<file path="config.mk">
export PLATFORM = sky130hd
export DESIGN_NAME = spi_accel_target
export DESIGN_NICKNAME = d
export VERILOG_FILES = /design/src/rtl/spi_accel_target.sv
export SDC_FILE = /design/constraint.sdc
export NUM_CORES = 1
export LEC_CHECK = 0
export ABC_AREA = 0
export BUFFER_PORTS_ARGS = -buffer_cell sky130_fd_sc_hd__clkbuf_2
export CAP_MARGIN = 20
export CELL_PAD_IN_SITES_DETAIL_PLACEMENT = 0
export CELL_PAD_IN_SITES_GLOBAL_PLACEMENT = 2
export CORE_ASPECT_RATIO = 0.75
export CORE_MARGIN = 4
export CORE_UTILIZATION = 44
export DETAILED_ROUTE_END_ITERATION = 10
export HOLD_SLACK_MARGIN = 0.06
export PLACE_DENSITY = 0.85
export SYNTH_ARGS = -nofsm -noshare
export SYNTH_HDL_FRONTEND = slang
export SYNTH_SLANG_ARGS = --single-unit
</file>
<file path="constraint.sdc">
create_clock -name clk -period 5.3 [get_ports clk]
set_input_delay 1.06 -clock clk [delete_from_list [all_inputs] [get_ports clk]]
set_output_delay 1.06 -clock clk [all_outputs]
set_load 0.1 [all_outputs]
</file>
<file path="src/rtl/spi_accel_target.sv">
module spi_accel_target #(
  parameter int         RES_W       = 12,
  parameter logic [7:0] FILTER_INIT = 8'hE1,
  parameter logic [7:0] POWER_INIT  = 8'h40,
  parameter logic [7:0] CAL_KEY     = 8'hCA
) (
  input  logic             clk,
  input  logic             rst_n,
  input  logic             spi_cs_n,
  input  logic             spi_sclk,
  input  logic             spi_sdi,
  output logic             spi_sdo,
  output logic             spi_sdo_oe,
  output logic             conv_start,
  output logic [1:0]       conv_chan,
  input  logic             conv_done,
  input  logic [RES_W-1:0] conv_data,
  output logic [7:0]       cfg_filter,
  output logic [7:0]       cfg_power,
  output logic             cal_reload
);

  localparam int         PAD_W      = 16 - RES_W;
  localparam logic [6:0] A_LAST_OUT = 7'h07;
  localparam logic [6:0] A_CAL      = 7'h0A;
  localparam logic [6:0] A_FILTER   = 7'h0C;
  localparam logic [6:0] A_POWER    = 7'h0D;
  localparam logic [7:0] FILTER_MSK = 8'hE3;
  localparam logic [7:0] POWER_MSK  = 8'hE0;

  typedef enum logic [2:0] {PH_CMD, PH_WDATA, PH_WAIT, PH_READ, PH_DONE} phase_t;

  logic [1:0] cs_s;
  logic [2:0] ck_s;
  logic [1:0] di_s;

  always_ff @(posedge clk or negedge rst_n) begin
    if (!rst_n) begin
      cs_s <= 2'b11;
      ck_s <= 3'b000;
      di_s <= 2'b00;
    end else begin
      cs_s <= {cs_s[0], spi_cs_n};
      ck_s <= {ck_s[1:0], spi_sclk};
      di_s <= {di_s[0], spi_sdi};
    end
  end

  logic cs_act, rise_e, fall_e;
  assign cs_act = !cs_s[1];
  assign rise_e = cs_act && ck_s[1] && !ck_s[2];
  assign fall_e = cs_act && !ck_s[1] && ck_s[2];

  phase_t           phase_q;
  logic [2:0]       bit_q;
  logic [6:0]       rx_q;
  logic [6:0]       addr_q;
  logic [7:0]       tx_q;
  logic             tx_live, load_pend, busy_q;
  logic [RES_W-1:0] res_q [4];

  logic [7:0] byte_in;
  logic       byte_end, is_conv;
  assign byte_in  = {rx_q, di_s[1]};
  assign byte_end = rise_e && (bit_q == 3'd7);
  assign is_conv  = byte_in[7] && (byte_in[6:3] == 4'd0) && !byte_in[0];

  function automatic logic [15:0] pad16(input logic [RES_W-1:0] w);
    return {w, {PAD_W{1'b0}}};
  endfunction

  function automatic logic [6:0] next_addr(input logic [6:0] a);
    if (a < A_LAST_OUT)   return a + 7'd1;
    else if (a < A_FILTER) return A_FILTER;
    else if (a == A_FILTER) return A_POWER;
    else return a;
  endfunction

  logic [15:0] out_word;
  logic [7:0]  rd_byte;
  always_comb begin
    out_word = pad16(res_q[addr_q[2:1]]);
    rd_byte  = 8'h00;
    if (addr_q <= A_LAST_OUT) rd_byte = addr_q[0] ? out_word[7:0] : out_word[15:8];
    else if (addr_q == A_FILTER) rd_byte = cfg_filter;
    else if (addr_q == A_POWER)  rd_byte = cfg_power;
  end

  logic [15:0] new_word;
  assign new_word = pad16(conv_data);

  always_ff @(posedge clk or negedge rst_n) begin
    if (!rst_n) begin
      phase_q    <= PH_CMD;
      bit_q      <= 3'd0;
      rx_q       <= 7'd0;
      addr_q     <= 7'd0;
      tx_q       <= 8'd0;
      tx_live    <= 1'b0;
      load_pend  <= 1'b0;
      busy_q     <= 1'b0;
      conv_start <= 1'b0;
      conv_chan  <= 2'd0;
      cal_reload <= 1'b0;
      cfg_filter <= FILTER_INIT;
      cfg_power  <= POWER_INIT;
      for (int i = 0; i < 4; i++) res_q[i] <= '0;
    end else begin
      conv_start <= 1'b0;
      cal_reload <= 1'b0;
      if (conv_done && busy_q) begin
        res_q[conv_chan] <= conv_data;
        busy_q <= 1'b0;
      end
      if (!cs_act) begin
        phase_q   <= PH_CMD;
        bit_q     <= 3'd0;
        load_pend <= 1'b0;
        tx_live   <= 1'b0;
      end else begin
        if (rise_e) begin
          rx_q  <= byte_in[6:0];
          bit_q <= bit_q + 3'd1;
        end
        if (byte_end) begin
          case (phase_q)
            PH_CMD: begin
              addr_q <= byte_in[6:0];
              if (!byte_in[7]) begin
                phase_q <= PH_WDATA;
              end else if (is_conv) begin
                conv_chan  <= byte_in[2:1];
                conv_start <= 1'b1;
                busy_q     <= 1'b1;
                phase_q    <= PH_WAIT;
              end else begin
                load_pend <= 1'b1;
                phase_q   <= PH_READ;
              end
            end
            PH_WDATA: begin
              if (addr_q == A_FILTER) cfg_filter <= byte_in & FILTER_MSK;
              if (addr_q == A_POWER)  cfg_power  <= byte_in & POWER_MSK;
              if (addr_q == A_CAL)    cal_reload <= (byte_in == CAL_KEY);
              phase_q <= PH_DONE;
            end
            PH_READ: begin
              addr_q    <= next_addr(addr_q);
              load_pend <= 1'b1;
            end
            default: ;
          endcase
        end
        if (fall_e) begin
          if (load_pend) begin
            tx_q      <= rd_byte;
            tx_live   <= 1'b1;
            load_pend <= 1'b0;
          end else if (tx_live) begin
            tx_q <= {tx_q[6:0], 1'b0};
          end
        end
        if (conv_done && busy_q && phase_q == PH_WAIT) begin
          tx_q    <= new_word[15:8];
          tx_live <= 1'b1;
          phase_q <= PH_READ;
        end
      end
    end
  end

  assign spi_sdo    = tx_q[7];
  assign spi_sdo_oe = !spi_cs_n && tx_live;


  reserved_zero_chk: assert property (@(posedge clk) disable iff (!rst_n)
    (cfg_filter[4:2] == 3'b000) && (cfg_power[4:0] == 5'b00000));


  cfg_on_edge_chk: assert property (@(posedge clk) disable iff (!rst_n)
    !rise_e |=> ($stable(cfg_filter) && $stable(cfg_power)));


  sdo_launch_chk: assert property (@(posedge clk) disable iff (!rst_n)
    (!fall_e && !conv_done) |=> $stable(spi_sdo));


  conv_after_rise_chk: assert property (@(posedge clk) disable iff (!rst_n)
    conv_start |-> $past(rise_e));


  quiet_in_wait_chk: assert property (@(posedge clk) disable iff (!rst_n)
    (phase_q == PH_WAIT) |-> !spi_sdo_oe);


  cal_pulse_chk: assert property (@(posedge clk) disable iff (!rst_n)
    cal_reload |=> !cal_reload);

endmodule

</file>
# Word level (Yosys, flattened, before mapping)
# Cells that the tools add are included.
[word_totals] reg_bits=98 input_bits=18 out_inout_bits=22 elab_cells=126
[op_classes] add_sub_neg=2 magnitude_cmp=6 n_eq_ne=9 n_mux=52 n_bitwise=3 n_reduce_logical=34
[ops] operator="two-way mux 8 bit" count=8
[ops] operator="bitwise mux 48 bit" count=1
[ops] operator="two-way mux 12 bit" count=3
[ops] operator="two-way mux 1 bit" count=26
[ops] operator="binary-select mux 12 bit (select 2 bit)" count=1
[ops] operator="demux 12 bit (select 2 bit)" count=1
[ops] operator="== test 7 x 4 -> 1 bit (second input constant)" count=3
[ops] operator="two-way mux 7 bit" count=3
[ops] operator="two-way mux 3 bit" count=5
[ops] operator="one-hot mux 7 bit (2 select lines)" count=1
[ops] operator="AND reduction 4 bit" count=3
[ops] operator="nonzero test 3 bit" count=4
[ops] operator="logical AND 1 bit" count=11
[ops] operator="== test 8 bit (second input constant)" count=1
[ops] operator="adder 7 x 1 -> 7 bit (second input constant)" count=1
[ops] operator="<= comparator 7 x 3 -> 1 bit (second input constant)" count=1
[ops] operator="less-than comparator 7 x 3 -> 1 bit (second input constant)" count=1
[ops] operator="less-than comparator 7 x 4 -> 1 bit (second input constant)" count=1
[ops] operator="== test 3 x 2 -> 1 bit (second input constant)" count=2
[ops] operator=">= comparator 3 bit (second input constant)" count=2
[ops] operator="inverter 2 -> 3 bit" count=2
[ops] operator="one-hot mux 3 bit (2 select lines)" count=1
[ops] operator="AND reduction 2 bit" count=3
[ops] operator="nonzero test 2 bit" count=3
[ops] operator="14 further kinds" count=18

# Logic depth before layout (Yosys ltp)
# Gate-level depths: netlist of the first run.
[depth] depth_word=10 depth_mapped=9 mapped_depth_nobuf=7

# Least setup slack after synthesis of the first run
# No wires, ideal clock.
[synth_timing] path_type="input to output" start="input port spi_cs_n" end="output port spi_sdo_oe" t_arrival_ps=2395 required_ps=4240 path_slack_ps=1845 cell_stages=1 path_buffers=0 path_cell_list="nor2b_1"
[synth_via] elab_chain_cells=2
[synth_lines] element="start: declaration" line="9" text="input logic spi_cs_n,"
[synth_lines] element="zero test 1 bit" line="173" text="assign spi_sdo_oe = !spi_cs_n && tx_live;"
[synth_lines] element="logical AND 1 bit" line="173"
[synth_lines] element="end: declaration" line="13" text="output logic spi_sdo_oe,"
# No other way between the ends.

# Worst setup path after layout of the first run
# Same ends and word-level chain as after synthesis.

==> impl_metrics.env, run 1 <==
export IMPL_grt_pass1_vias=2988
export IMPL_globalRouteTotalUtil_pct=17.2
export IMPL_die_w_um=127
export IMPL_cts_root_buf="sky130_fd_sc_hd__clkbuf_16"
export IMPL_hpwlAfterDp_mm=7.27
export IMPL_path_cells="clkbuf_2 -> nor2b_1 -> clkbuf_2"
export IMPL_power_leakage_uw=0.00240
export IMPL_critical_path_capture_point_type="primary output"
export IMPL_xor_and_xnor_fraction_of_the_mapped_netlist_area_pct=0.187
export IMPL_cell_area_after_placement_um2=4910
export IMPL_viasPerCell=5.62
export IMPL_rsz_0062_raised_after_global_routing="false"
export IMPL_max_freq_mhz=360
export IMPL_layout_area_overhead_vs_synth_pct=11.3
export IMPL_clock_skew_ps=7.21
export IMPL_worstPathMaxFanout=2
export IMPL_io_buffer_count=31
export IMPL_timing_slew_headroom_pct=26.3
export IMPL_post_route_period_util_pct=52.4
export IMPL_path_clk_slew_ps=60
export IMPL_ctsLongestPathBuffers=2
export IMPL_grt_max_degree=53
export IMPL_diodes=0
export IMPL_grt_overflow_total=0
export IMPL_outcome="finished clean"
export IMPL_tritoncts_num_buffers=9
export IMPL_dieHeight_um=97.4
export IMPL_drt_iter0_markers=246
export IMPL_timing_setup_tns_ps=0
export IMPL_core_area_um2=10300
export IMPL_post_cts_setup_buffer_count=0
export IMPL_netlist_top_cell_by_area="sky130_fd_sc_hd__dfrtp_1"
export IMPL_clkLatencyLatePin_ps=340
export IMPL_initial_antenna_violation_count=0
export IMPL_yosys_most_used_dff="sky130_fd_sc_hd__dfrtp_1"
export IMPL_worstHoldPathType="register to register"
export IMPL_yosysUniqueCellTypes=58
export IMPL_worst_slew_pin_slew_ps=1100
export IMPL_yosysTopAreaCellShare_pct=48.6
export IMPL_sequential_to_total_area_share_from_yosys_stat_pct=52.5
export IMPL_number_of_enable_flip_flop_cells_after_synthesis=0
export IMPL_post_route_cell_area_um2=5220
export IMPL_synthesized_area_fraction_occupied_by_ao_oa_aoi_and_oai_cells_pct=8.49
export IMPL_critical_path_max_stage_delay_ps=460
export IMPL_yosysWarnings=0
export IMPL_power_density_nw_per_um2=315
export IMPL_floorplan_die_area_um2=12400
export IMPL_ctsHtreeMaxLevel=3
export IMPL_cts_sinks=98
export IMPL_yosys_area_share_adder_pct=1.60
export IMPL_drv_cap=0
export IMPL_post_synth_and_or_nand_nor_area_fraction_pct=11.7
export IMPL_cp_required_ps=4240
export IMPL_async_reset_ff_share_pct=100
export IMPL_netlist_top_cells_area="sky130_fd_sc_hd__dfrtp_1, sky130_fd_sc_hd__mux2_2, sky130_fd_sc_hd__mux4_2"
export IMPL_gp_routability_congestion=0.868
export IMPL_routed_wire_length_per_instance_um=18.5
export IMPL_tritoncts="built"
export IMPL_post_synth_mux_area_share_pct=21.4
export IMPL_initial_core_utilization_pct=45.4
export IMPL_setup_worst_path_start_class="input pin"
export IMPL_detail_route_first_pass_iterations=4
export IMPL_worst_setup_path_class="input pin to primary output"
export IMPL_design_final_nets=425
export IMPL_layout_min_cycle_time_ps=2780
export IMPL_synthesis_instances=372
export IMPL_postSynthRegisterBits=98
export IMPL_remaining_drc_errors=0
export IMPL_crit_path_frequent_cell="sky130_fd_sc_hd__clkbuf_2"
export IMPL_cp_arrival_ps=1720
export IMPL_netlist_top_cells_count="sky130_fd_sc_hd__dfrtp_1, sky130_fd_sc_hd__mux2_2, sky130_fd_sc_hd__nand2_1, sky130_fd_sc_hd__nor2_1, sky130_fd_sc_hd__a21oi_1"
export IMPL_route_antenna_remaining_nets=0
export IMPL_ir_drop_mv=0.198
export IMPL_final_max_slew_viol_count=0
export IMPL_post_synth_top_count_cell="sky130_fd_sc_hd__dfrtp_1"
export IMPL_routed_via_count=3047
export IMPL_hold_violations=0
export IMPL_cts_repair_resize_count=0
export IMPL_setup_violations=0
export IMPL_grt_first_pass_wirelength_mm=16.8
export IMPL_cts_hold_buffers_added=0
export IMPL_row_count=32
export IMPL_boundaryPins=40
export IMPL_postRouteWirelength_mm=10.1
export IMPL_synth_top_family_by_area="multiplexers"
export IMPL_final_layout_size_suffix_gt1_share_pct=34.7
export IMPL_avgSynthCellArea_um2=12.6
export IMPL_synth_cell_area_um2=4690
export IMPL_slowest_stage="sky130_fd_sc_hd__clkbuf_2"
-- kinds of logic after synthesis --
| family | count (synthesis) |
|---|---|
| AO/OA/AOI/OAI | 60 |
| XOR/XNOR | 1 |
| adder cells (fa/ha/maj) | 6 |
| buffers and inverters | 33 |
| flip-flops | 98 |
| multiplexers | 75 |
| other | 1 |
| AND/OR/NAND/NOR | 98 |
-- state kept, by name, indices dropped and copies added, names as in the netlist --
register,flops
conv_chan,2
bit_q,3
cfg_power,3
cal_reload,1
cs_s,2
conv_start,1
rx_q,7
tx_q,8
ck_s,3
phase_q,3
addr_q,7
load_pend,1
busy_q,1
tx_live,1
di_s,2
res_q,48
cfg_filter,5
-- cell type report --
class                           count  area, µm²
Clock buffer                       13        240
Clock inverter                      3       65.1
Fill cell                         904       5110
Inverter                           11       41.3
Multi-Input combinational cell    248       2070
Sequential cell                    98       2460
Tap cell                          136        170
Timing Repair Buffer               33        173
-- where the power goes --
group / internal [µW] / leakage, µW / switching (µW)
clock network: 414 / 0.000148 / 266
logic: 52.8 / 0.000962 / 74.1
registers: 787 / 0.00129 / 51.1
total: 1250 / 0.00240 / 391
-- critical path, delay by kind of cell --
family / cells / cell delay, ps
buffers and inverters: 2 / 550
and+or+nand+nor: 1 / 100
-- worst paths after layout --
check                      cells after the start  slack [ps]               endpoint                   from
setup reg to reg                               7        2800  addr_q[6]$_DFFE_PN0P_  addr_q[1]$_DFFE_PN0P_
setup / recovery                               3        2520             spi_sdo_oe               spi_cs_n
max in group asynchronous                      2        3480      di_s[0]$_DFF_PN0_                  rst_n
hold / removal                                 0         350      ck_s[1]$_DFF_PN0_      ck_s[0]$_DFF_PN0_
min in group asynchronous                      1         760   res_q[2]$_DFFE_PN0P_                  rst_n
hold reg to reg                                0         350      ck_s[1]$_DFF_PN0_      ck_s[0]$_DFF_PN0_
-- cells in the final DEF, fill, tap and decap left out, types with 3 or more instances in the layout --
cell,instances
sky130_fd_sc_hd__conb_1,8
sky130_fd_sc_hd__dfstp_2,7
sky130_fd_sc_hd__buf_4,3
sky130_fd_sc_hd__a22oi_1,3
sky130_fd_sc_hd__and3_1,6
sky130_fd_sc_hd__dfrtp_1,91
sky130_fd_sc_hd__nand4_1,3
sky130_fd_sc_hd__clkbuf_16,9
sky130_fd_sc_hd__clkbuf_2,30
sky130_fd_sc_hd__mux2_2,55
sky130_fd_sc_hd__inv_1,11
sky130_fd_sc_hd__nor2b_1,5
sky130_fd_sc_hd__a21oi_1,18
sky130_fd_sc_hd__nor3_1,3
sky130_fd_sc_hd__clkbuf_1,4
sky130_fd_sc_hd__ha_1,6
sky130_fd_sc_hd__nand2_1,32
sky130_fd_sc_hd__mux2_4,7
sky130_fd_sc_hd__nor2_1,19
sky130_fd_sc_hd__nand3_1,7
sky130_fd_sc_hd__mux4_2,12
sky130_fd_sc_hd__o22ai_1,4
sky130_fd_sc_hd__o21ai_0,11
sky130_fd_sc_hd__nand4b_1,3
-- per-stage QoR --
stage / total power, µW / instances / util [%] / hold WS [ps] / setup slack, ps
2_1_floorplan: 929 / 379 / - / 331 / 1840
3_3_place_gp: 975 / 526 / 47.6 / 332 / 2530
3_5_place_dp: 980 / 526 / 47.6 / 336 / 2510
4_1_cts: 1660 / 542 / 50.5 / 350 / 2510
5_1_grt: 1710 / 542 / 50.5 / 357 / 2450
6_report: 1640 / 542 / 50.5 / 348 / 2520
-- routing by layer --
| layer | share of wire, % | routed length (µm) | vias up | track usage [%] |
|---|---|---|---|---|
| met2 | 43 | 4370 | 70 | 23.6 |
| met5 | 0 | 0 | - | 0 |
| li1 | - | - | 1398 | - |
| met3 | 4.8 | 487 | 8 | 4.62 |
| met1 | 51 | 5110 | 1571 | 27.1 |
| met4 | 0.88 | 88 | 0 | 3.96 |
No activity file was read; power rests on OpenSTA's default activity.
==> run 2, diff against run 1 <==
CORE_UTILIZATION = 41   (was 44)
PLACE_DENSITY = 0.8   (was 0.85)
clock period = 2.85 ns   (was 5.3 ns; I/O delays follow)
==> run 2 against run 1 <==
Against the previous run:
- combinational power up 88%
- non-clock buffer count rose by 6
- sequential power is 86% higher
- setup slack got worse by 1800 ps
- via count decreased by 0.62%
- flip-flop and latch count unchanged
- highest routed layer unchanged
- clock-buffer cell count is 3 lower
- critical path depth increased by 3
- global-route usage shrank 0.51 points
- hold slack got worse by 150 ps
- total power is 80% higher
==> impl_metrics.env, run 2 (same netlist as run 1, synthesis figures left out) <==
export IMPL_outcome="finished clean"
export IMPL_cts_root_buf="sky130_fd_sc_hd__clkbuf_16"
export IMPL_remaining_drc_errors=0
export IMPL_clock_skew_ps=7.46
export IMPL_grt_max_degree=61
export IMPL_critical_path_max_stage_delay_ps=380
export IMPL_final_layout_size_suffix_gt1_share_pct=36.7
export IMPL_number_of_logic_stages_on_the_critical_path_including_buffering=6
export IMPL_cts_hold_buffers_added=0
export IMPL_critical_path_capture_point_type="register"
export IMPL_tritoncts_num_buffers=9
export IMPL_globalRouteTotalUtil_pct=16.7
export IMPL_cts_repair_resize_count=0
export IMPL_final_max_slew_viol_count=0
export IMPL_launch_instance_of_the_worst_register_to_register_path="bit_q[0]$_DFFE_PN0P_"
export IMPL_clkLatencyLatePin_ps=350
export IMPL_report_power_total_uw=2950
export IMPL_layout_min_cycle_time_ps=2120
export IMPL_timing_setup_tns_ps=0
export IMPL_path_cells="ha_1 -> ha_1 -> nor2b_1 -> and3_1 -> and3_1 -> mux2_4"
export IMPL_viasPerCell=5.49
export IMPL_endpoint_of_the_worst_slack_reg_to_reg_timing_path="cfg_filter[1]$_DFFE_PN0P_"
export IMPL_layout_cells_most_common="sky130_fd_sc_hd__dfrtp_1"
export IMPL_path_clk_slew_ps=70
export IMPL_crit_family="simple AND/OR/NAND/NOR gates"
export IMPL_ctsLongestPathBuffers=2
export IMPL_max_freq_mhz=471
export IMPL_slowest_stage="sky130_fd_sc_hd__and3_1"
export IMPL_fill_cells=1031
export IMPL_detail_route_first_pass_iterations=4
export IMPL_worst_setup_path_class="register to register"
export IMPL_worstHoldPathType="input pin to async pin"
export IMPL_postRouteWirelength_mm=10.4
export IMPL_cp_arrival_ps=2360
export IMPL_setup_violations=0
export IMPL_boundaryPins=40
export IMPL_grt_first_pass_wirelength_mm=17.4
export IMPL_post_cts_setup_buffer_count=0
export IMPL_core_area_um2=11100
export IMPL_initial_core_utilization_pct=42.4
export IMPL_gp_routability_congestion=0.767
export IMPL_mostFrequentLayoutCells="sky130_fd_sc_hd__dfrtp_1, sky130_fd_sc_hd__mux2_2, sky130_fd_sc_hd__nand2_1"
export IMPL_die_w_um=131
export IMPL_floorplan_die_area_um2=13200
export IMPL_dieHeight_um=101
export IMPL_row_count=33
export IMPL_grt_overflow_total=0
export IMPL_layout_area_overhead_vs_synth_pct=12.1
export IMPL_design_final_nets=431
export IMPL_layout_area_seq_um2=2460
export IMPL_route_antenna_remaining_nets=0
export IMPL_power_density_nw_per_um2=562
export IMPL_drt_iter0_markers=188
export IMPL_worstPathMaxFanout=5
export IMPL_multi_input_area_um2=2070
export IMPL_io_buffer_count=31
export IMPL_setup_worst_path_start_class="register"
export IMPL_routed_via_count=3028
export IMPL_power_leakage_uw=0.00242
export IMPL_setup_reg_to_reg_worst_slack_ps=730
export IMPL_timing_slew_headroom_pct=58.7
export IMPL_ctsHtreeMaxLevel=3
export IMPL_largest_register="res_q"
export IMPL_finalHoldWorstSlack_ps=201
export IMPL_diodes=0
export IMPL_cp_required_ps=3090
export IMPL_largest_reg_flops=48
export IMPL_hpwlAfterDp_mm=7.55
export IMPL_drv_cap=0
export IMPL_worst_slew_pin_slew_ps=618
export IMPL_grt_pass1_vias=3117
export IMPL_routed_wire_length_per_instance_um=18.9
export IMPL_ir_drop_mv=0.290
export IMPL_tritoncts="built"
export IMPL_initial_antenna_violation_count=0
export IMPL_reg_largest_list="res_q (48), tx_q (8)"
export IMPL_hold_violations=0
export IMPL_reg2regPathDepth=6
export IMPL_rsz_0062_raised_after_global_routing="false"
export IMPL_critical_path_n_buffers_inverters=0
export IMPL_cts_sinks=98
export IMPL_post_route_period_util_pct=74.5
run 2: worst max path at each step:
stage | slack [ps] | endpoint | from
3_5_place_dp | 760 | cfg_power[7]$_DFFE_PN0P_ | bit_q[0]$_DFFE_PN0P_
6_report | 730 | cfg_filter[1]$_DFFE_PN0P_ | bit_q[0]$_DFFE_PN0P_
3_3_place_gp | 810 | tx_q[5]$_DFFE_PN0P_ | addr_q[2]$_DFFE_PN0P_
5_1_grt | 550 | addr_q[6]$_DFFE_PN0P_ | addr_q[1]$_DFFE_PN0P_
2_1_floorplan | 370 | spi_sdo_oe | spi_cs_n
4_1_cts | 740 | cfg_filter[1]$_DFFE_PN0P_ | bit_q[0]$_DFFE_PN0P_
run 2: report_power, final:
group / switching [µW] / internal [µW] / total [µW]
Sequential: 99.4 / 1460 / 1560
Combinational: 139 / 100 / 239
Clock: 536 / 616 / 1150
Total: 774 / 2180 / 2950
run 2: area by class of cell:
cell class | instances | share of cell area (%)
Clock buffer | 10 | 4.55
Sequential cell | 98 | 46.8
Multi-Input combinational cell | 248 | 39.4
Timing Repair Buffer | 39 | 4.38
Inverter | 11 | 0.785
Clock inverter | 6 | 0.785
Tap cell | 140 | 3.33
run 2: metrics by stage:
stage	setup WS [ps]	cell area [µm²]	util, %	std cells
after floorplan	375	4710	-	379
final	727	5260	47.5	552
after global placement	809	4980	45.0	536
after CTS	745	5260	47.5	552
after detailed placement	760	4980	45.0	536
after global routing	548	5260	47.5	552
run 2: routing by layer:
layer	wire length (µm)	global-route usage (%)
met1	5090	25.1
met2	4500	23.9
met3	722	4.44
met4	121	4.92
met5	0	0
